File: config.mk
export PLATFORM = sky130hd
export DESIGN_NAME = regseq_ctrl
export DESIGN_NICKNAME = d
export VERILOG_FILES = /design/src/rtl/regseq_pkg.sv /design/src/rtl/regseq_engine.sv /design/src/rtl/regseq_status.sv /design/src/rtl/regseq_ctrl.sv
export SDC_FILE = /design/constraint.sdc
export NUM_CORES = 1
export LEC_CHECK = 0
export BUFFER_PORTS_ARGS = -buffer_cell sky130_fd_sc_hd__buf_4
export CAP_MARGIN = 20
export CORE_MARGIN = 1.5
export CORE_UTILIZATION = 45
export DETAILED_ROUTE_END_ITERATION = 10
export PLACE_DENSITY = 0.86
export REMOVE_ABC_BUFFERS = 1
export SYNTH_ARGS = -nofsm -noshare
export SYNTH_HDL_FRONTEND = slang
export SYNTH_SLANG_ARGS = --single-unit
File: constraint.sdc
create_clock -name clk -period 3.47 [get_ports clk]
set_clock_uncertainty 0.1 [all_clocks]
set_input_delay 0.694 -clock clk [delete_from_list [all_inputs] [get_ports clk]]
set_output_delay 0.694 -clock clk [all_outputs]
set_load 0.02 [all_outputs]
File: src/rtl/regseq_pkg.sv
// Shared types for the regular conversion sequence controller.
package regseq_pkg;
    // Sequencer states: idle, armed awaiting a trigger, issuing a start, converting
    typedef enum logic [1:0] {
        ST_IDLE   = 2'd0,
        ST_ARMED  = 2'd1,
        ST_LAUNCH = 2'd2,
        ST_CONV   = 2'd3
    } seq_state_t;
endpackage

File: src/rtl/regseq_engine.sv
// Sequencing engine: owns start/stop bits, slot pointer and group counter,
// issues conversion starts and qualifies core responses.
// Assumes the core answers each start with exactly one done pulse and that
// configuration only changes while start_bit is low (cfg_cont may drop any time).
module regseq_engine
    import regseq_pkg::*;
#(
    parameter int SLOTS  = 16,
    parameter int CH_W   = 5,
    parameter int DISC_W = 3,
    localparam int PTR_W = $clog2(SLOTS)
) (
    input  logic                  clk,
    input  logic                  rst_n,
    input  logic [SLOTS*CH_W-1:0] cfg_slots,
    input  logic [PTR_W-1:0]      cfg_len,
    input  logic                  cfg_cont,
    input  logic                  cfg_disc,
    input  logic [DISC_W-1:0]     cfg_grp,
    input  logic                  cfg_ext,
    input  logic                  sw_start,
    input  logic                  sw_stop,
    input  logic                  ext_trig,
    input  logic                  adc_smp_done,
    input  logic                  adc_done,
    output logic                  start_bit,
    output logic                  stop_bit,
    output logic                  adc_start,
    output logic [CH_W-1:0]       adc_chan,
    output logic                  conv_ok,
    output logic                  smp_ok,
    output logic                  seq_end
);
    seq_state_t          state_q, state_d;
    logic [PTR_W-1:0]    ptr_q, ptr_d;
    logic [DISC_W-1:0]   grp_q, grp_d;
    logic                start_q, start_d, stop_q, stop_d;
    logic                go_idle, trig, at_last, grp_full;
    logic [CH_W-1:0]     slot_ch [SLOTS];

    // Unpack the flat slot vector into one channel field per slot
    for (genvar s = 0; s < SLOTS; s++) begin : g_slot
        assign slot_ch[s] = cfg_slots[s*CH_W +: CH_W];
    end

    assign trig      = cfg_ext ? ext_trig : sw_start;
    assign at_last   = (ptr_q == cfg_len);
    assign grp_full  = cfg_disc && (grp_q == cfg_grp);
    assign conv_ok   = (state_q == ST_CONV) && adc_done && !stop_q;
    assign smp_ok    = (state_q == ST_CONV) && adc_smp_done && !stop_q;
    assign seq_end   = conv_ok && at_last;
    assign adc_start = (state_q == ST_LAUNCH) && !stop_q;
    assign adc_chan  = slot_ch[ptr_q];
    assign start_bit = start_q;
    assign stop_bit  = stop_q;

    // Next-state decode for the sequencer, including abort and auto-clear
    always_comb begin
        state_d = state_q;
        ptr_d   = ptr_q;
        grp_d   = grp_q;
        start_d = start_q;
        stop_d  = stop_q | (sw_stop & start_q);
        go_idle = 1'b0;
        if (stop_q) begin
            if (state_q != ST_CONV || adc_done) go_idle = 1'b1;
        end else begin
            unique case (state_q)
                ST_IDLE: if (sw_start) begin
                    start_d = 1'b1;
                    state_d = cfg_ext ? ST_ARMED : ST_LAUNCH;
                    grp_d   = '0;
                end
                ST_ARMED: if (trig) begin
                    state_d = ST_LAUNCH;
                    grp_d   = '0;
                end
                ST_LAUNCH: state_d = ST_CONV;
                ST_CONV: if (adc_done) begin
                    grp_d = DISC_W'(grp_q + 1'b1);
                    ptr_d = at_last ? '0 : PTR_W'(ptr_q + 1'b1);
                    if (at_last) begin
                        if (cfg_cont) begin
                            state_d = ST_LAUNCH;
                            grp_d   = '0;
                        end else if (cfg_ext) begin
                            state_d = ST_ARMED;
                        end else begin
                            go_idle = 1'b1;
                        end
                    end else if (grp_full) begin
                        state_d = ST_ARMED;
                    end else begin
                        state_d = ST_LAUNCH;
                    end
                end
                default: state_d = ST_IDLE;
            endcase
        end
        if (go_idle) begin
            state_d = ST_IDLE;
            start_d = 1'b0;
            stop_d  = 1'b0;
            ptr_d   = '0;
        end
    end

    // Sequencer registers
    always_ff @(posedge clk) begin
        if (!rst_n) begin
            state_q <= ST_IDLE;
            ptr_q   <= '0;
            grp_q   <= '0;
            start_q <= 1'b0;
            stop_q  <= 1'b0;
        end else begin
            state_q <= state_d;
            ptr_q   <= ptr_d;
            grp_q   <= grp_d;
            start_q <= start_d;
            stop_q  <= stop_d;
        end
    end

    // A stop bit only exists inside a running sequence
    p_stop_in_run_r9: assert property (@(posedge clk) disable iff (!rst_n)
        stop_q |-> start_q);
    // A done pulse during an abort ends the run on the next cycle
    p_abort_ends_r9: assert property (@(posedge clk) disable iff (!rst_n)
        (stop_q && adc_done) |=> (!start_q && !stop_q));
    // The start bit only falls at an abort or at a sequence end
    p_start_autoclr_r8: assert property (@(posedge clk) disable iff (!rst_n)
        $fell(start_q) |-> ($past(stop_q) || $past(seq_end)));
endmodule

File: src/rtl/regseq_status.sv
// Status flags and data register. Set always takes priority over a clear
// arriving in the same cycle. Assumes conv_ok/smp_ok already exclude aborts.
module regseq_status #(
    parameter int DATA_W = 16
) (
    input  logic              clk,
    input  logic              rst_n,
    input  logic              conv_ok,
    input  logic              smp_ok,
    input  logic              seq_end,
    input  logic [DATA_W-1:0] adc_data,
    input  logic              clr_eosmp,
    input  logic              clr_eoc,
    input  logic              clr_eos,
    input  logic              clr_ovr,
    input  logic              dr_read,
    output logic [DATA_W-1:0] data_reg,
    output logic              flag_eosmp,
    output logic              flag_eoc,
    output logic              flag_eos,
    output logic              flag_ovr
);
    logic [DATA_W-1:0] data_q;
    logic eoc_q, eos_q, ovr_q, smp_q, eoc_drop;

    assign eoc_drop = clr_eoc | dr_read;

    // Capture results and maintain the four status flags
    always_ff @(posedge clk) begin
        if (!rst_n) begin
            data_q <= '0;
            eoc_q  <= 1'b0;
            eos_q  <= 1'b0;
            ovr_q  <= 1'b0;
            smp_q  <= 1'b0;
        end else begin
            if (conv_ok) data_q <= adc_data;
            eoc_q <= conv_ok | (eoc_q & ~eoc_drop);
            ovr_q <= (conv_ok & eoc_q & ~eoc_drop) | (ovr_q & ~clr_ovr);
            eos_q <= seq_end | (eos_q & ~clr_eos);
            smp_q <= smp_ok | (smp_q & ~clr_eosmp);
        end
    end

    assign data_reg   = data_q;
    assign flag_eoc   = eoc_q;
    assign flag_eos   = eos_q;
    assign flag_ovr   = ovr_q;
    assign flag_eosmp = smp_q;

    p_eoc_source_r3: assert property (@(posedge clk) disable iff (!rst_n)
        $rose(eoc_q) |-> $past(conv_ok));
    p_ovr_source_r5: assert property (@(posedge clk) disable iff (!rst_n)
        $rose(ovr_q) |-> ($past(eoc_q) && $past(conv_ok)));
    p_eos_source_r4: assert property (@(posedge clk) disable iff (!rst_n)
        $rose(eos_q) |-> $past(seq_end));
    p_smp_source_r10: assert property (@(posedge clk) disable iff (!rst_n)
        $rose(smp_q) |-> $past(smp_ok));
endmodule

File: src/rtl/regseq_ctrl.sv
// Regular conversion sequence controller top: joins the sequencing engine
// and the status/data block. Assumes single-cycle command and trigger pulses.
module regseq_ctrl #(
    parameter int SLOTS  = 16,
    parameter int CH_W   = 5,
    parameter int DISC_W = 3,
    parameter int DATA_W = 16,
    localparam int PTR_W = $clog2(SLOTS)
) (
    input  logic                  clk,
    input  logic                  rst_n,
    input  logic [SLOTS*CH_W-1:0] cfg_slots,
    input  logic [PTR_W-1:0]      cfg_len,
    input  logic                  cfg_cont,
    input  logic                  cfg_disc,
    input  logic [DISC_W-1:0]     cfg_grp,
    input  logic                  cfg_ext,
    input  logic                  sw_start,
    input  logic                  sw_stop,
    input  logic                  ext_trig,
    input  logic                  clr_eosmp,
    input  logic                  clr_eoc,
    input  logic                  clr_eos,
    input  logic                  clr_ovr,
    input  logic                  dr_read,
    output logic                  adc_start,
    output logic [CH_W-1:0]       adc_chan,
    input  logic                  adc_smp_done,
    input  logic                  adc_done,
    input  logic [DATA_W-1:0]     adc_data,
    output logic                  start_bit,
    output logic                  stop_bit,
    output logic [DATA_W-1:0]     data_reg,
    output logic                  flag_eosmp,
    output logic                  flag_eoc,
    output logic                  flag_eos,
    output logic                  flag_ovr
);
    logic conv_ok, smp_ok, seq_end;

    regseq_engine #(.SLOTS(SLOTS), .CH_W(CH_W), .DISC_W(DISC_W)) u_engine (
        .clk, .rst_n, .cfg_slots, .cfg_len, .cfg_cont, .cfg_disc, .cfg_grp,
        .cfg_ext, .sw_start, .sw_stop, .ext_trig, .adc_smp_done, .adc_done,
        .start_bit, .stop_bit, .adc_start, .adc_chan, .conv_ok, .smp_ok,
        .seq_end
    );

    regseq_status #(.DATA_W(DATA_W)) u_status (
        .clk, .rst_n, .conv_ok, .smp_ok, .seq_end, .adc_data, .clr_eosmp,
        .clr_eoc, .clr_eos, .clr_ovr, .dr_read, .data_reg, .flag_eosmp,
        .flag_eoc, .flag_eos, .flag_ovr
    );
endmodule

==> flow_metrics.tcl, run 1 <==
set metrics [dict create \
    cts_hold_buf 0 \
    rows 24 \
    leakagePower_uw 0.001461 \
    path_clk_slew_ns 0.07 \
    max_stage_delay_ns 0.64 \
    r2r_start "u_engine.ptr_q[0]" \
    synth-xor-area-share_pct 3.889 \
    min_to "u_status.data_reg[12]" \
    drc 0 \
    yosysTopAreaCellShare_pct 28.79 \
    clock_sink_count 31 \
    synth_top_cell_by_area "dfxtp_1" \
    synth_mux_area_share_pct 29.89 \
    port_buffers 145 \
    synth_compound_area_share_pct 11.72 \
    hold_ws_ns 0.3616 \
    clkLatencyLatePin_ns 0.29 \
    fin_nets 463 \
    wl_um 6529 \
    power.density_nw_per_um2 317.9 \
    fmax_ghz 0.3285 \
    drtAntennaViolNets 0 \
    final_layout_size_suffix_gt1_share_pct 50.58 \
    gp_congestion 0.8059 \
    numCtsBuffers 5 \
    cts_tree "done" \
    synth_cell_types 45 \
    crit_arrival_ns 2.25 \
    pin_count 146 \
    grt_overflow 0 \
    syn_inst 203 \
    num_vias 2154 \
    placed_cells 388 \
    crit_buf_inv 2 \
    drt_iter0_drc 137 \
    crit_type "register to output pin" \
    p_sw_uw 281.6 \
    holdPathStages 2 \
    start_kind "register" \
    seqPwrFrac_pct 37.4 \
    ys_seq_area_share_pct 28.79 \
    cp_slowest_cell "mux4_1" \
    period_minus_slack_ns 3.044 \
    finalSetupViolCount 0 \
    endpoint_kind "output pin" \
    max_slew_margin_pct 49.22 \
    grt_pass1_vias 2158 \
    hp-start "u_status.data_reg[12]" \
    synth-warning-count 0 \
    die_area_um2 5215 \
    layout.cells.non_filler 396 \
    synthFlopType "dfxtp_1" \
    track_usage_pct 25.96 \
    post-place-ws_ns 0.6947 \
    hold_violations 0 \
    r2r_end "u_engine.state_q[0]" \
    fin_crit_sh_pct 87.73 \
    die_w_um 72.22 \
    post_cts_resized 0 \
    antenna_found_initial 0 \
    crit_family "multiplexers" \
    first_pass_iters 4 \
    cts_buffer_depth 2 \
    status "completed" \
    r2r_cells 5 \
    netlist_top_cells_count "39 x nand2_1, 31 x dfxtp_1, 19 x a21boi_0" \
    cp_common_cell "buf_4" \
    p_total_uw 1064 \
    root_buffer "clkbuf_8" \
    yosys.area_share.simple_pct 19.33 \
    worst-r2r-setup-slack_ns 1.30 \
    syn-cell-area_um2 2156 \
    cts-htree-levels 2 \
    syn_to_final_growth_pct 55.31 \
    grt_pass1_wl_um 10370 \
    worstMarginPinSlew_ns 0.7599 \
    combPwrFrac_pct 27.8 \
    largest_register_ffs 16 \
    wire_per_inst_um 16.49 \
    syn_avg_cell_area_um2 10.62 \
    power_frac_clock_pct 34.7 \
    slew_viol_final 0 \
    async_reset_ff_share_pct 0 \
    worst_slack_ns 0.4256 \
    drv_cap 0 \
    coreArea_um2 4474 \
    hold_path_class "register to register" \
    diodes 0 \
    synth_top_family_by_area "multiplexers" \
    place.detailed.hpwl_um 5231 \
    postCtsSetupBuffers 0 \
    synth.area.top_cells "dfxtp_1 29%, mux4_1 20%, mux4_2 9.4%, nand2_1 6.8%, a21boi_0 6.6%" \
    synth_edf_count 0 \
    start_util_pct 48.18 \
    viasPerCell 5.439 \
    swShare_pct 26.46 \
    synthMostInstantiatedCell "nand2_1" \
    p_int_uw 782.6 \
    crit_path_max_fanout 25 \
    grt_max_degree 27 \
    rsz0062_at_grt "false" \
    cp.required_ns 2.68 \
    vdd_drop_max_v 0.0003123 \
    synthAdderAreaFrac_pct 1.161 \
    die_y_um 72.22 \
    crit_chain "buf_4 > mux4_1 > mux4_2 > buf_4" \
    tns_ns 0 \
    ys_ff_latch 31 \
]
through the flow:
stage	cell area [um^2]	util, %
after floorplan	2054	-
after global placement	3231	72.20
after detailed placement	3231	72.20
after CTS	3348	74.83
after global routing	3348	74.83
final	3348	74.83
worst register-to-register path, stage by stage (launching register included):
cell      delay, ns
dfxtp_1        0.31
buf_4          0.35
xnor2_2        0.19
nand4_2        0.29
o311ai_2       0.68
nor4_2         0.11
kinds of logic after synthesis:
family,count (synthesis)
AND/OR/NAND/NOR,82
AO/OA/AOI/OAI,36
flip-flops,31
multiplexers,27
buffers and inverters,18
XOR/XNOR,7
adder cells (fa/ha/maj),2
cell usage in the layout (no fill, tap or decap), types with 2 or more instances in the layout:
cell and instances:
buf_4 148, nand2_1 39, dfxtp_1 31, a21boi_0 19, mux4_1 16, mux4_2 9
nor2_1 8, a21oi_1 8, nand3_1 7, clkbuf_8 6, inv_1 3, xnor2_2 3
o21ai_0 3, nor2b_1 3, and2_1 3, xor2_1 3, or3_1 2, o22ai_1 2
nand3b_1 2, nor3_1 2, nand2b_1 2, nand4b_1 2, ha_1 2
worst max-delay path by stage:
stage,from,to,slack (ns),depth (start not counted)
2_1_floorplan,u_engine.ptr_q[0],adc_chan[0],0.54,2
3_3_place_gp,cfg_slots[65],adc_chan[0],0.73,4
3_5_place_dp,cfg_slots[65],adc_chan[0],0.69,4
4_1_cts,u_engine.ptr_q[0],adc_chan[0],0.41,4
5_1_grt,u_engine.ptr_q[0],adc_chan[2],0.34,4
6_report,u_engine.ptr_q[0],adc_chan[3],0.43,4
power by group through the flow:
stage | Sequential (uW) | Clock [uW] | Combinational (uW)
after floorplan | 417 | 0 | 127
after global routing | 402 | 394 | 320
after detailed placement | 406 | 0 | 296
after global placement | 405 | 0 | 288
final | 398 | 370 | 296
after CTS | 398 | 376 | 298
routing by layer:
layer / part of all wire (%) / wire length, um / vias up / global-route usage (%)
met1: 38 / 2481 / 992 / 32.02
li1: - / - / 1050 / -
met2: 52 / 3405 / 92 / 43.72
met5: 0 / 0 / - / 0
met3: 7.5 / 491 / 20 / 6.806
met4: 2.3 / 150 / 0 / 9.853
final cells by class:
cell class              count  area [um^2]
multi-input cells         154         1423
fillers                   324         1126
repair buffers            148         1111
flip-flops and latches     31        620.6
clock buffers               6        82.58
well taps                  52        65.06
clock inverters             2        35.03
inverters                   3        11.26
Power figures use the tool's default switching activity.
==> inputs of run 2 (changes only) <==
CELL_PAD_IN_SITES_DETAIL_PLACEMENT = 0   (was default)
CELL_PAD_IN_SITES_GLOBAL_PLACEMENT = 1   (was default)
CORE_UTILIZATION = 32   (was 45)
PLACE_DENSITY = default   (was 0.86)
PLACE_DENSITY_LB_ADDON = 0.1   (was default)
==> flow_metrics.tcl, run 2 (same netlist as run 1, synthesis figures left out) <==
set metrics [dict create \
    status "complete, but fails checks" \
    violations "design-rule violations" \
    leakagePower_uw 0.001466 \
    power.density_nw_per_um2 313.5 \
    cts-htree-levels 2 \
    period_minus_slack_ns 2.882 \
    path_clk_slew_ns 0.07 \
    worst_slack_ns 0.5879 \
    crit_type "register to output pin" \
    antenna_found_initial 0 \
    max_slew_margin_pct 45.92 \
    cts_hold_buf 0 \
    die_area_um2 7239 \
    first_pass_iters 8 \
    crit_path_max_fanout 12 \
    fin_nets 464 \
    track_usage_pct 17.00 \
    tns_ns 0 \
    place.detailed.hpwl_um 4754 \
    start_kind "register" \
    die_w_um 85.08 \
    multi_input_area_um2 1423 \
    start_util_pct 33.57 \
    register_area_um2 620.6 \
    cp.required_ns 2.68 \
    grt_max_degree 27 \
    gp_congestion 0.7523 \
    coreArea_um2 6422 \
    grt_pass1_vias 2127 \
    rows 29 \
    postCtsSetupBuffers 0 \
    clock_sink_count 31 \
    clkLatencyLatePin_ns 0.28 \
    fmax_ghz 0.3470 \
    num_vias 2131 \
    grt_pass1_wl_um 9701 \
    worstMarginPinSlew_ns 0.8092 \
    fill_cells 625 \
    hold_violations 0 \
    drc 2 \
    numCtsBuffers 5 \
    hold_path_class "register to register" \
    endpoint_kind "output pin" \
    syn_to_final_growth_pct 57.11 \
    port_buffers 145 \
    finalSetupViolCount 0 \
    wire_per_inst_um 14.36 \
    drtAntennaViolNets 0 \
    final_layout_size_suffix_gt1_share_pct 50.72 \
    cts_tree "done" \
    diodes 0 \
    final_cell_area_um2 3387 \
    wl_um 6062 \
    post_cts_resized 0 \
    fin_crit_sh_pct 83.06 \
    placed_cell_area_um2 3269 \
    final_cell_mix "149 x buf_4, 39 x nand2_1, 31 x dfxtp_1" \
    slew_viol_final 0 \
    cts_buffer_depth 2 \
    crit_arrival_ns 2.09 \
    root_buffer "clkbuf_8" \
    viasPerCell 5.050 \
    pin_count 146 \
    mostFrequentLayoutCell "buf_4" \
    largest_register_ffs 16 \
    die_y_um 85.08 \
    grt_overflow 0 \
    post-place-ws_ns 0.6951 \
    vdd_drop_max_v 0.0001631 \
    drv_cap 0 \
    rsz0062_at_grt "false" \
    drt_iter0_drc 79 \
]
==> run 2: changes by cell type in the layout (fill, tap and decap cells not counted), sizes merged <==
cell / before / now
buf: 148 / 149
==> run 2: power breakdown <==
| group | leakage (uW) | total, uW | internal (uW) | switching (uW) |
|---|---|---|---|---|
| Combinational | 0.00115 | 294 | 178 | 116 |
| Sequential | 0.000251 | 399 | 373 | 26.0 |
| Clock | 0.0000612 | 369 | 232 | 137 |
==> run 2: final timing paths <==
| check | start | end | slack [ns] | depth (start not counted) |
|---|---|---|---|---|
| max | u_engine.ptr_q[0] | adc_chan[0] | 0.59 | 4 |
| min | u_status.data_reg[3] | u_status.data_reg[3] | 0.36 | 2 |
| max reg2reg | u_engine.ptr_q[2] | u_engine.state_q[0] | 1.22 | 4 |
| min reg2reg | u_status.data_reg[3] | u_status.data_reg[3] | 0.36 | 2 |
==> run 2: layer usage <==
metal / track usage (%) / vias up / routed length (um)
met5: 0 / - / 0
met2: 31.17 / 87 / 3218
met4: 5.514 / 0 / 97
met3: 5.058 / 6 / 471
li1: - / 1047 / -
met1: 18.70 / 991 / 2275
==> run 2: worst max-delay path, cell delays in order, from the launching register on <==
cell,delay (ns)
dfxtp_1,0.33
buf_4,0.22
mux4_1,0.59
mux4_2,0.49
buf_4,0.18
==> run 2: final cells by class <==
cell class              instances  area share [%]
well taps                      77           2.844
flip-flops and latches         31           18.32
inverters                       3          0.3325
repair buffers                149           33.03
clock buffers                   6           2.438
multi-input cells             154           42.00
clock inverters                 2           1.034
==> run 2: metrics by stage <==
stage                     hold WS [ns]  instances  total power, uW  utilization (%)
final                           0.3621        422             1062            52.74
after floorplan                 0.3694        188            543.2                -
after global routing            0.3900        422             1121            52.74
after detailed placement        0.3558        414            704.1            50.91
after CTS                       0.3660        422             1079            52.74
after global placement          0.3507        414            700.9            50.91
